<file path="src/rtl/mdio_pkg.sv">
package mdio_pkg;
    localparam int unsigned MDIO_DW = 16;
    localparam int unsigned MDIO_AW = 5;
    // start symbol + opcode + two address fields
    localparam int unsigned HDR_W   = 4 + 2 * MDIO_AW;

    localparam logic [1:0] SYM_START = 2'b01;
    localparam logic [1:0] SYM_OP_RD = 2'b10;
    localparam logic [1:0] SYM_OP_WR = 2'b01;

    typedef enum logic [2:0] {
        ST_IDLE,
        ST_PRE,
        ST_HDR,
        ST_TA,
        ST_RDAT,
        ST_WDAT,
        ST_TAIL,
        ST_RECOV
    } phase_e;
endpackage

</file>
<file path="src/rtl/mdio_mdc_gen.sv">
module mdio_mdc_gen #(
    parameter int unsigned HALF = 40
) (
    input  logic clk,
    input  logic rst_n,
    input  logic run,
    output logic mdc,
    output logic slot_end
);
    localparam int unsigned CW = (HALF > 1) ? $clog2(HALF) : 1;

    typedef struct packed {
        logic [CW-1:0] cnt;
        logic          mdc;
    } gen_t;

    gen_t gen_d, gen_q;
    logic fall_d;

    always_comb begin
        gen_d  = gen_q;
        fall_d = 1'b0;
        if (!run) begin
            gen_d.cnt = '0;
            gen_d.mdc = 1'b0;
        end else if (gen_q.cnt == CW'(HALF - 1)) begin
            gen_d.cnt = '0;
            gen_d.mdc = ~gen_q.mdc;
            fall_d    = gen_q.mdc;
        end else begin
            gen_d.cnt = gen_q.cnt + 1'b1;
        end
    end

    always_ff @(posedge clk) begin
        if (!rst_n) begin
            gen_q <= '0;
        end else begin
            gen_q <= gen_d;
        end
    end

    assign mdc      = gen_q.mdc;
    assign slot_end = fall_d;

    AST_STOPPED_LOW: assert property (@(posedge clk) disable iff (!rst_n)
        !run |=> !mdc);
endmodule

</file>
<file path="src/rtl/mdio_frame_seq.sv">
module mdio_frame_seq
    import mdio_pkg::*;
#(
    parameter int unsigned PRE_LEN   = 32,
    parameter int unsigned RECOV_LEN = 32
) (
    input  logic               clk,
    input  logic               rst_n,
    input  logic               req_valid,
    input  logic               req_read,
    input  logic [MDIO_AW-1:0] req_phy,
    input  logic [MDIO_AW-1:0] req_reg,
    input  logic [MDIO_DW-1:0] req_wdata,
    input  logic               slot_end,
    input  logic               mdio_i,
    output logic               run,
    output logic               busy,
    output logic               done,
    output logic               err,
    output logic [MDIO_DW-1:0] rdata,
    output logic               mdio_o,
    output logic               mdio_oe
);
    localparam int unsigned MAX_A  = (PRE_LEN > RECOV_LEN) ? PRE_LEN : RECOV_LEN;
    localparam int unsigned MAX_B  = (MDIO_DW > HDR_W) ? MDIO_DW : HDR_W;
    localparam int unsigned MAX_L  = (MAX_A > MAX_B) ? MAX_A : MAX_B;
    localparam int unsigned CNT_W  = $clog2(MAX_L);

    typedef struct packed {
        phase_e             st;
        logic [CNT_W-1:0]   cnt;
        logic [HDR_W-1:0]   hdr;
        logic [MDIO_DW-1:0] sh;
        logic               rd;
        logic               o;
        logic               oe;
        logic               done;
        logic               err;
        logic [MDIO_DW-1:0] rdata;
    } seq_t;

    seq_t seq_d, seq_q;

    always_comb begin
        seq_d      = seq_q;
        seq_d.done = 1'b0;
        seq_d.err  = 1'b0;
        unique case (seq_q.st)
            ST_IDLE: begin
                if (req_valid) begin
                    seq_d.st  = ST_PRE;
                    seq_d.cnt = '0;
                    seq_d.hdr = {SYM_START, (req_read ? SYM_OP_RD : SYM_OP_WR),
                                 req_phy, req_reg};
                    seq_d.sh  = req_wdata;
                    seq_d.rd  = req_read;
                    seq_d.o   = 1'b1;
                    seq_d.oe  = 1'b1;
                end
            end
            ST_PRE: begin
                if (slot_end) begin
                    if (seq_q.cnt == CNT_W'(PRE_LEN - 1)) begin
                        seq_d.st  = ST_HDR;
                        seq_d.cnt = '0;
                        seq_d.o   = seq_q.hdr[HDR_W-1];
                        seq_d.hdr = seq_q.hdr << 1;
                    end else begin
                        seq_d.cnt = seq_q.cnt + 1'b1;
                    end
                end
            end
            ST_HDR: begin
                if (slot_end) begin
                    if (seq_q.cnt == CNT_W'(HDR_W - 1)) begin
                        seq_d.st  = ST_TA;
                        seq_d.cnt = '0;
                        if (seq_q.rd) begin
                            seq_d.oe = 1'b0;
                        end else begin
                            seq_d.o = 1'b1;
                        end
                    end else begin
                        seq_d.cnt = seq_q.cnt + 1'b1;
                        seq_d.o   = seq_q.hdr[HDR_W-1];
                        seq_d.hdr = seq_q.hdr << 1;
                    end
                end
            end
            ST_TA: begin
                if (slot_end) begin
                    if (seq_q.rd) begin
                        seq_d.cnt = '0;
                        seq_d.st  = mdio_i ? ST_RECOV : ST_RDAT;
                    end else if (seq_q.cnt == '0) begin
                        seq_d.o   = 1'b0;
                        seq_d.cnt = CNT_W'(1);
                    end else begin
                        seq_d.st  = ST_WDAT;
                        seq_d.cnt = '0;
                        seq_d.o   = seq_q.sh[MDIO_DW-1];
                        seq_d.sh  = seq_q.sh << 1;
                    end
                end
            end
            ST_RDAT: begin
                if (slot_end) begin
                    seq_d.sh = {seq_q.sh[MDIO_DW-2:0], mdio_i};
                    if (seq_q.cnt == CNT_W'(MDIO_DW - 1)) begin
                        seq_d.st  = ST_TAIL;
                        seq_d.cnt = '0;
                    end else begin
                        seq_d.cnt = seq_q.cnt + 1'b1;
                    end
                end
            end
            ST_WDAT: begin
                if (slot_end) begin
                    if (seq_q.cnt == CNT_W'(MDIO_DW - 1)) begin
                        seq_d.st  = ST_TAIL;
                        seq_d.cnt = '0;
                        seq_d.oe  = 1'b0;
                        seq_d.o   = 1'b0;
                    end else begin
                        seq_d.cnt = seq_q.cnt + 1'b1;
                        seq_d.o   = seq_q.sh[MDIO_DW-1];
                        seq_d.sh  = seq_q.sh << 1;
                    end
                end
            end
            ST_TAIL: begin
                if (slot_end) begin
                    if (seq_q.cnt == (seq_q.rd ? CNT_W'(1) : CNT_W'(0))) begin
                        seq_d.st   = ST_IDLE;
                        seq_d.done = 1'b1;
                        seq_d.o    = 1'b0;
                        if (seq_q.rd) begin
                            seq_d.rdata = seq_q.sh;
                        end
                    end else begin
                        seq_d.cnt = seq_q.cnt + 1'b1;
                    end
                end
            end
            ST_RECOV: begin
                if (slot_end) begin
                    if (seq_q.cnt == CNT_W'(RECOV_LEN - 1)) begin
                        seq_d.st   = ST_IDLE;
                        seq_d.done = 1'b1;
                        seq_d.err  = 1'b1;
                        seq_d.o    = 1'b0;
                    end else begin
                        seq_d.cnt = seq_q.cnt + 1'b1;
                    end
                end
            end
            default: seq_d.st = ST_IDLE;
        endcase
    end

    always_ff @(posedge clk) begin
        if (!rst_n) begin
            seq_q    <= '0;
            seq_q.st <= ST_IDLE;
        end else begin
            seq_q <= seq_d;
        end
    end

    assign run     = (seq_q.st != ST_IDLE);
    assign busy    = run;
    assign done    = seq_q.done;
    assign err     = seq_q.err;
    assign rdata   = seq_q.rdata;
    assign mdio_o  = seq_q.o;
    assign mdio_oe = seq_q.oe;

    AST_TA_RELEASED: assert property (@(posedge clk) disable iff (!rst_n)
        (seq_q.st == ST_TA && seq_q.rd) |-> !mdio_oe);
    AST_RECOV_RELEASED: assert property (@(posedge clk) disable iff (!rst_n)
        (seq_q.st == ST_RECOV) |-> !mdio_oe);
    AST_ERR_WITH_DONE: assert property (@(posedge clk) disable iff (!rst_n)
        err |-> done);
    AST_DONE_PULSE: assert property (@(posedge clk) disable iff (!rst_n)
        done |=> !done);
    AST_DONE_AFTER_BUSY: assert property (@(posedge clk) disable iff (!rst_n)
        done |-> (!busy && $past(busy)));
endmodule

</file>
<file path="src/rtl/mdio_master.sv">
module mdio_master #(
    parameter int unsigned MDC_HALF  = 40,
    parameter int unsigned PRE_LEN   = 32,
    parameter int unsigned RECOV_LEN = 32
) (
    input  logic        clk,
    input  logic        rst_n,
    input  logic        req_valid,
    input  logic        req_read,
    input  logic [4:0]  req_phy,
    input  logic [4:0]  req_reg,
    input  logic [15:0] req_wdata,
    output logic        busy,
    output logic        done,
    output logic        err,
    output logic [15:0] rdata,
    output logic        mdc,
    output logic        mdio_o,
    output logic        mdio_oe,
    input  logic        mdio_i
);
    logic run;
    logic slot_end;

    mdio_mdc_gen #(
        .HALF (MDC_HALF)
    ) mdc_gen_i (
        .clk      (clk),
        .rst_n    (rst_n),
        .run      (run),
        .mdc      (mdc),
        .slot_end (slot_end)
    );

    mdio_frame_seq #(
        .PRE_LEN   (PRE_LEN),
        .RECOV_LEN (RECOV_LEN)
    ) seq_i (
        .clk       (clk),
        .rst_n     (rst_n),
        .req_valid (req_valid),
        .req_read  (req_read),
        .req_phy   (req_phy),
        .req_reg   (req_reg),
        .req_wdata (req_wdata),
        .slot_end  (slot_end),
        .mdio_i    (mdio_i),
        .run       (run),
        .busy      (busy),
        .done      (done),
        .err       (err),
        .rdata     (rdata),
        .mdio_o    (mdio_o),
        .mdio_oe   (mdio_oe)
    );

    AST_IDLE_QUIET: assert property (@(posedge clk) disable iff (!rst_n)
        !busy |-> (!mdio_oe && !mdc));
    AST_ACCEPT: assert property (@(posedge clk) disable iff (!rst_n)
        (req_valid && !busy) |=> busy);
    AST_DRIVE_ON_LOW: assert property (@(posedge clk) disable iff (!rst_n)
        !$stable(mdio_o) |-> !mdc);
    AST_OE_ON_LOW: assert property (@(posedge clk) disable iff (!rst_n)
        !$stable(mdio_oe) |-> !mdc);
endmodule

</file>
<file path="config.mk">
export PLATFORM = sky130hd
export DESIGN_NAME = mdio_master
export DESIGN_NICKNAME = d
export VERILOG_FILES = /design/src/rtl/mdio_pkg.sv /design/src/rtl/mdio_mdc_gen.sv /design/src/rtl/mdio_frame_seq.sv /design/src/rtl/mdio_master.sv
export SDC_FILE = /design/constraint.sdc
export NUM_CORES = 1
export LEC_CHECK = 0
export BUFFER_PORTS_ARGS = -buffer_cell sky130_fd_sc_hd__buf_2
export CORE_MARGIN = 5
export CORE_UTILIZATION = 40
export CTS_BUF_LIST = sky130_fd_sc_hd__clkbuf_4
export DETAILED_ROUTE_END_ITERATION = 16
export PLACE_DENSITY = 0.65
export RECOVER_POWER = 25
export SYNTH_ARGS = -nofsm -noshare
export SYNTH_HDL_FRONTEND = slang
export SYNTH_SLANG_ARGS = --single-unit
</file>
<file path="constraint.sdc">
create_clock -name clk -period 4.63 [get_ports clk]
set_input_delay 0.2315 -clock clk [delete_from_list [all_inputs] [get_ports clk]]
set_output_delay 0.2315 -clock clk [all_outputs]
set_load 0.03 [all_outputs]
</file>
# Yosys cells after proc, flatten, opt, wreduce, memory -nomap -nowiden
# Cells that the tools add are included.
dict set report totals {
  reg_bits 66
  latch_bits 0
  ram_bits 0
  mem_bits_ro 0
  output_inout_bits 22
  word_cells 132
  mem_count 0
}
dict set report classes {
  n_addsub 2
  multipliers 0
  n_div 0
  order_cmp 0
  eq_ne 36
  shifts 0
  n_mux 60
  n_bitwise 3
  n_reduce_logical 19
}
# operator n
set op_table {}
lappend op_table {{two-way mux 16 bit} 6}
lappend op_table {{one-hot mux 16 bit (4 select lines)} 1}
lappend op_table {{one-hot mux 8 bit (7 select lines)} 1}
lappend op_table {{two-way mux 22 bit} 2}
lappend op_table {{one-hot mux 14 bit (3 select lines)} 1}
lappend op_table {{two-way mux 41 bit} 1}
lappend op_table {{two-way mux 8 bit} 5}
lappend op_table {{two-way mux 14 bit} 2}
lappend op_table {{!= test 2 bit (second input constant)} 14}
lappend op_table {{AND reduction 13 bit} 2}
lappend op_table {{two-way mux 5 bit} 5}
lappend op_table {{two-way mux 1 bit} 21}
lappend op_table {{two-way mux 3 bit} 6}
lappend op_table {{!= test 2 x 1 -> 1 bit (second input constant)} 8}
lappend op_table {{== test 3 bit (second input constant)} 4}
lappend op_table {{two-way mux 2 bit} 6}
lappend op_table {{== test 5 x 4 -> 1 bit (second input constant)} 2}
lappend op_table {{AND reduction 9 bit} 1}
lappend op_table {{nonzero test 3 bit} 3}
lappend op_table {{AND reduction 8 bit} 1}
lappend op_table {{one-hot mux 1 bit (7 select lines)} 1}
lappend op_table {{AND reduction 7 bit} 1}
lappend op_table {{nonzero test 7 bit} 1}
lappend op_table {{adder 6 x 1 -> 6 bit (second input constant)} 1}
lappend op_table {{20 further kinds} 24}

# Longest topological paths before layout
dict set report depth {
  word_depth 5
  depth_mapped 9
  ltp_nobuf 8
}

# Modules after synthesis
# Synthesis repeated with hierarchy kept, for this count alone.
dict set report unflattened {
  cells_unflattened 460
  hier_area_um2 3493.4
}
# mod instances cells_each area_each_um2 seq_area_each_um2
set modules_own_cells {}
lappend modules_own_cells {mdio_frame_seq 1 427 3205.6 1181.1}
lappend modules_own_cells {mdio_mdc_gen 1 33 287.8 140.1}

# Worst setup path before layout
# No wires, ideal clock.
dict set report synth_timing {
  kind {reg-to-reg}
  start {register seq_i.seq_q[51] (netlist name)}
  end {register seq_i.seq_q[40] (netlist name)}
  arrival_ps 2005
  path_slack_ps 2509
  path_stages_with_launch 10
  period_less_slack_ps 2121
  cell_sequence {dfxtp_1 ha_1 and3_1 ha_1 nor2b_1 a2bb2oi_1 a2111oi_4 buf_6 o211ai_1 o211a_1}
}
dict set report synth_between {
  elab_chain_len 3
  word_cells_on_any_way 5
}
# element line_no
set synth_rtl {}
lappend synth_rtl {{start: declaration} mdio_frame_seq.sv:42} ;# seq_t seq_d, seq_q;
lappend synth_rtl {{start signal: assignment} mdio_frame_seq.sv:166} ;# seq_q <= seq_d;
lappend synth_rtl {{== test 5 x 4 -> 1 bit / == test 5 bit (equally long branches)} {mdio_frame_seq.sv:75, mdio_frame_seq.sv:63}}
lappend synth_rtl {{!= test 2 bit (no source line) / != test 2 x 1 -> 1 bit (equally long branches)} --}
lappend synth_rtl {{AND reduction 6 bit (no source line) (*)} --}
# Every way passes the cells marked *; elsewhere a longest branch is shown, timed or not.
# A chain may end at the register's enable or synchronous reset.

# Worst setup path after layout
dict set report layout_timing {
  start {register seq_i.seq_q[57] (netlist name)}
  end {register seq_i.seq_q, in the netlist seq_i.rdata[14]}
}
dict set report layout_between {
  elab_chain_len 3
  word_cells_on_any_way 4
}
# element line_no
set layout_rtl {}
lappend layout_rtl {{nonzero test 3 bit} mdio_frame_seq.sv:170} ;# assign run = (seq_q.st != ST_IDLE);
lappend layout_rtl {{two-way mux 1 bit} mdio_mdc_gen.sv:23} ;# if (!run) begin
lappend layout_rtl {{AND reduction 4 bit (no source line) (*)} --}
# Marks and branches as above.

==> results.ini <==
[finish]
num_antenna_cells = 0
drive_gt1_frac = 0.143
fin_util = 0.442
mostFrequentLayoutCell = dfxtp_1
areaGrowthSynthToFinish_pct = 7.62
layout_common_cells = dfxtp_1 (66), nand2_1 (39), buf_2 (31)
fin_nets = 466
nFillCells = 875

[die]
die_h_um = 105
initial_core_util = 0.410
io_pins = 53
die_area_um2 = 10900
coreArea_um2 = 8720
die_w_um = 105
rows = 34

[grt]
grt_pass1_vias = 2827
grt_max_degree = 64
grt_pass1_wl_mm = 13.0
grt_overflow = 0
track_usage = 0.141
antenna_found_initial = 0

[critical_path]
crit_path_start_kind = register
cp-startpoint = seq_i.seq_q[57]
endpoint = seq_i.rdata[14]
r2r_start = seq_i.seq_q[57]
cpPeakStageDelay_ps = 890
r2r-end = seq_i.rdata[14]
criticalPathCategory = register to register
crit_chain = and3b_1, nand3_1, nor3_4, mux2i_1, nor2b_1
rr_worst_depth = 5
rrSetupSlack_ps = 1990
cp_slowest_cell = dfxtp_1
cp-end-kind = register
cp_max_fo = 28
crit_arrival_ps = 2950
critPathRequiredTime_ps = 4940

[yosys]
synth-edff-count = 0
synth_top_area_cell = dfxtp_1
async_flop_share = 0
ys_top_cells_by_area = dfxtp_1 (37%), o211a_1 (7.8%), mux2i_1 (5.9%)
synth_cell_type_count = 56
synth_cells = 405
avgSynthCellArea_um2 = 8.84
yosys_warnings = 0
syn_area_um2 = 3580
ys_seq_area_frac = 0.369
synth-seq-cells = 66
syn-num-nets = 443
synth-main-ff-cell = dfxtp_1
yosys.area.top_type_share = 0.369

[route]
vias = 2888
drt_iter0_markers = 166
wl_per_cell_um = 13.9
vias_per_cell = 5.34
wl_mm = 7.53
drc = 0
ant_nets = 0
firstDrtPassIters = 4

[placed_design]
gp_congestion = 0.864
hpwl_mm = 5.13
io_buffer_count = 52
pre_cts_slack_ps = 1970

[timing]
whs_ps = 97.4
hold_viol = 0
tightest_slew_ps = 1040
fin_skew_ps = 16.7
rsz0062_at_grt = false
setup_tns_ps = 0
fin_ws_ps = 1990
setup_violations = 0
min_period_ps = 2640
slew_violations = 0
clock.fmax_ghz = 0.378
slew_headroom = 0.303
finalCritPeriodShare = 0.571

[power]
sw_frac_of_total = 0.330
p_clk_frac = 0.273
internal-power_uw = 937
total_power_mw = 1.40
switchingPower_uw = 461
power_frac_seq = 0.490
combinationalPowerShare = 0.237
power_density_nw_per_um2 = 363
leakage_nw = 1.66
peakVddDrop_mv = 0.148

[clocking]
holdBufCountCts = 0
cts_sinks = 66
cts_setup_buffers = 0
cts_htree_levels = 3
cts.clk_slew.worst_paths_ps = 120
root_buffer = clkbuf_4
clock_latency_ps = 420
cts_inserted_buffers = 9
cts_resized = 0
cts_tree = built
cts_buffer_depth = 2

[worst_hold_path]
hold_path.class = primary input to register

[job]
max_cap_violations = 0

[outcome]
status = finished clean

stage by stage:
| stage | instances | instance area (um^2) |
|---|---|---|
| 2_1_floorplan | 405 | 3580 |
| 3_3_place_gp | 525 | 3740 |
| 3_5_place_dp | 525 | 3740 |
| 4_1_cts | 541 | 3880 |
| 5_1_grt | 541 | 3850 |
| 6_report | 541 | 3850 |
state kept, by name, summed over array words and instances, names as in the netlist:
name,flops
seq_i.seq_q,39
seq_i.rdata,16
mdc_gen_i.gen_q,6
mdc_gen_i.mdc,1
seq_i.done,1
seq_i.err,1
seq_i.mdio_o,1
seq_i.mdio_oe,1
layer usage:
metal  global-route usage  part of all wire  routed length, um
met1                0.185              0.48               3600
met2                0.221              0.47               3520
met3               0.0339             0.037                275
met4               0.0584             0.018                134
met5                    0                 0                  0
final cells by class:
| cell class | count | area (um^2) | area share |
|---|---|---|---|
| repair buffers | 56 | 264 | 0.0686 |
| well taps | 108 | 135 | 0.0351 |
| multi-input cells | 283 | 1950 | 0.506 |
| inverters | 12 | 45.0 | 0.0117 |
| flip-flops and latches | 66 | 1320 | 0.343 |
| clock buffers | 9 | 67.6 | 0.0175 |
| clock inverters | 7 | 70.1 | 0.0182 |
cells by family (layout without fill, tap and decap cells):
logic type | count (synthesis) | in the layout | synth area share
AOI/OAI and AO/OA | 111 | 111 | 0.241
xor gates and xnor gates | 7 | 7 | 0.0171
adders and majority gates | 7 | 7 | 0.0245
buffers and inverters | 56 | 84 | 0.0853
DFF | 66 | 66 | 0.369
muxes | 21 | 21 | 0.0587
and+or+nand+nor | 137 | 137 | 0.205
worst max-delay path: cells and delay by family (launching register included):
family           cells  cell delay [ps]
AND/OR/NAND/NOR      4             1350
flip-flops           1              890
multiplexers         1              280
how the worst min path moves through the flow:
stage	start	end	slack [ps]	cells past startpoint
4_1_cts	req_reg[0]	seq_i.seq_q[37]	70	3
6_report	req_reg[0]	seq_i.seq_q[37]	100	3
3_5_place_dp	mdc_gen_i.gen_q[1]	mdc_gen_i.gen_q[1]	440	1
2_1_floorplan	req_read	seq_i.seq_q[20]	400	2
5_1_grt	req_reg[0]	seq_i.seq_q[37]	80	3
3_3_place_gp	mdc_gen_i.gen_q[1]	mdc_gen_i.gen_q[1]	430	1
power by group through the flow:
stage               registers, mW  logic [mW]  clock network, mW
global route                0.696       0.370              0.422
detailed placement          0.698       0.334                  0
CTS                         0.685       0.336              0.394
finish                      0.686       0.331              0.381
global placement            0.696       0.329                  0
floorplan                   0.680       0.283                  0
synthesized netlist by cell type, types with 3 or more instances:
cell type  instances
clkbuf_1          14
a21oi_1           22
nor3_1             6
a21boi_0           5
xnor2_1            6
buf_2              9
mux2i_1           21
nand2_1           39
nand3b_1           3
and3_1             3
nand3_1            8
nor2_1            28
inv_1             12
dfxtp_1           66
nor2b_1           23
a31oi_1            3
o211a_1           28
ha_1               7
nand4b_1           3
o211ai_1          13
o21ai_0           19
nand2b_1           6
buf_4             18
Power figures use the tool's default switching activity.
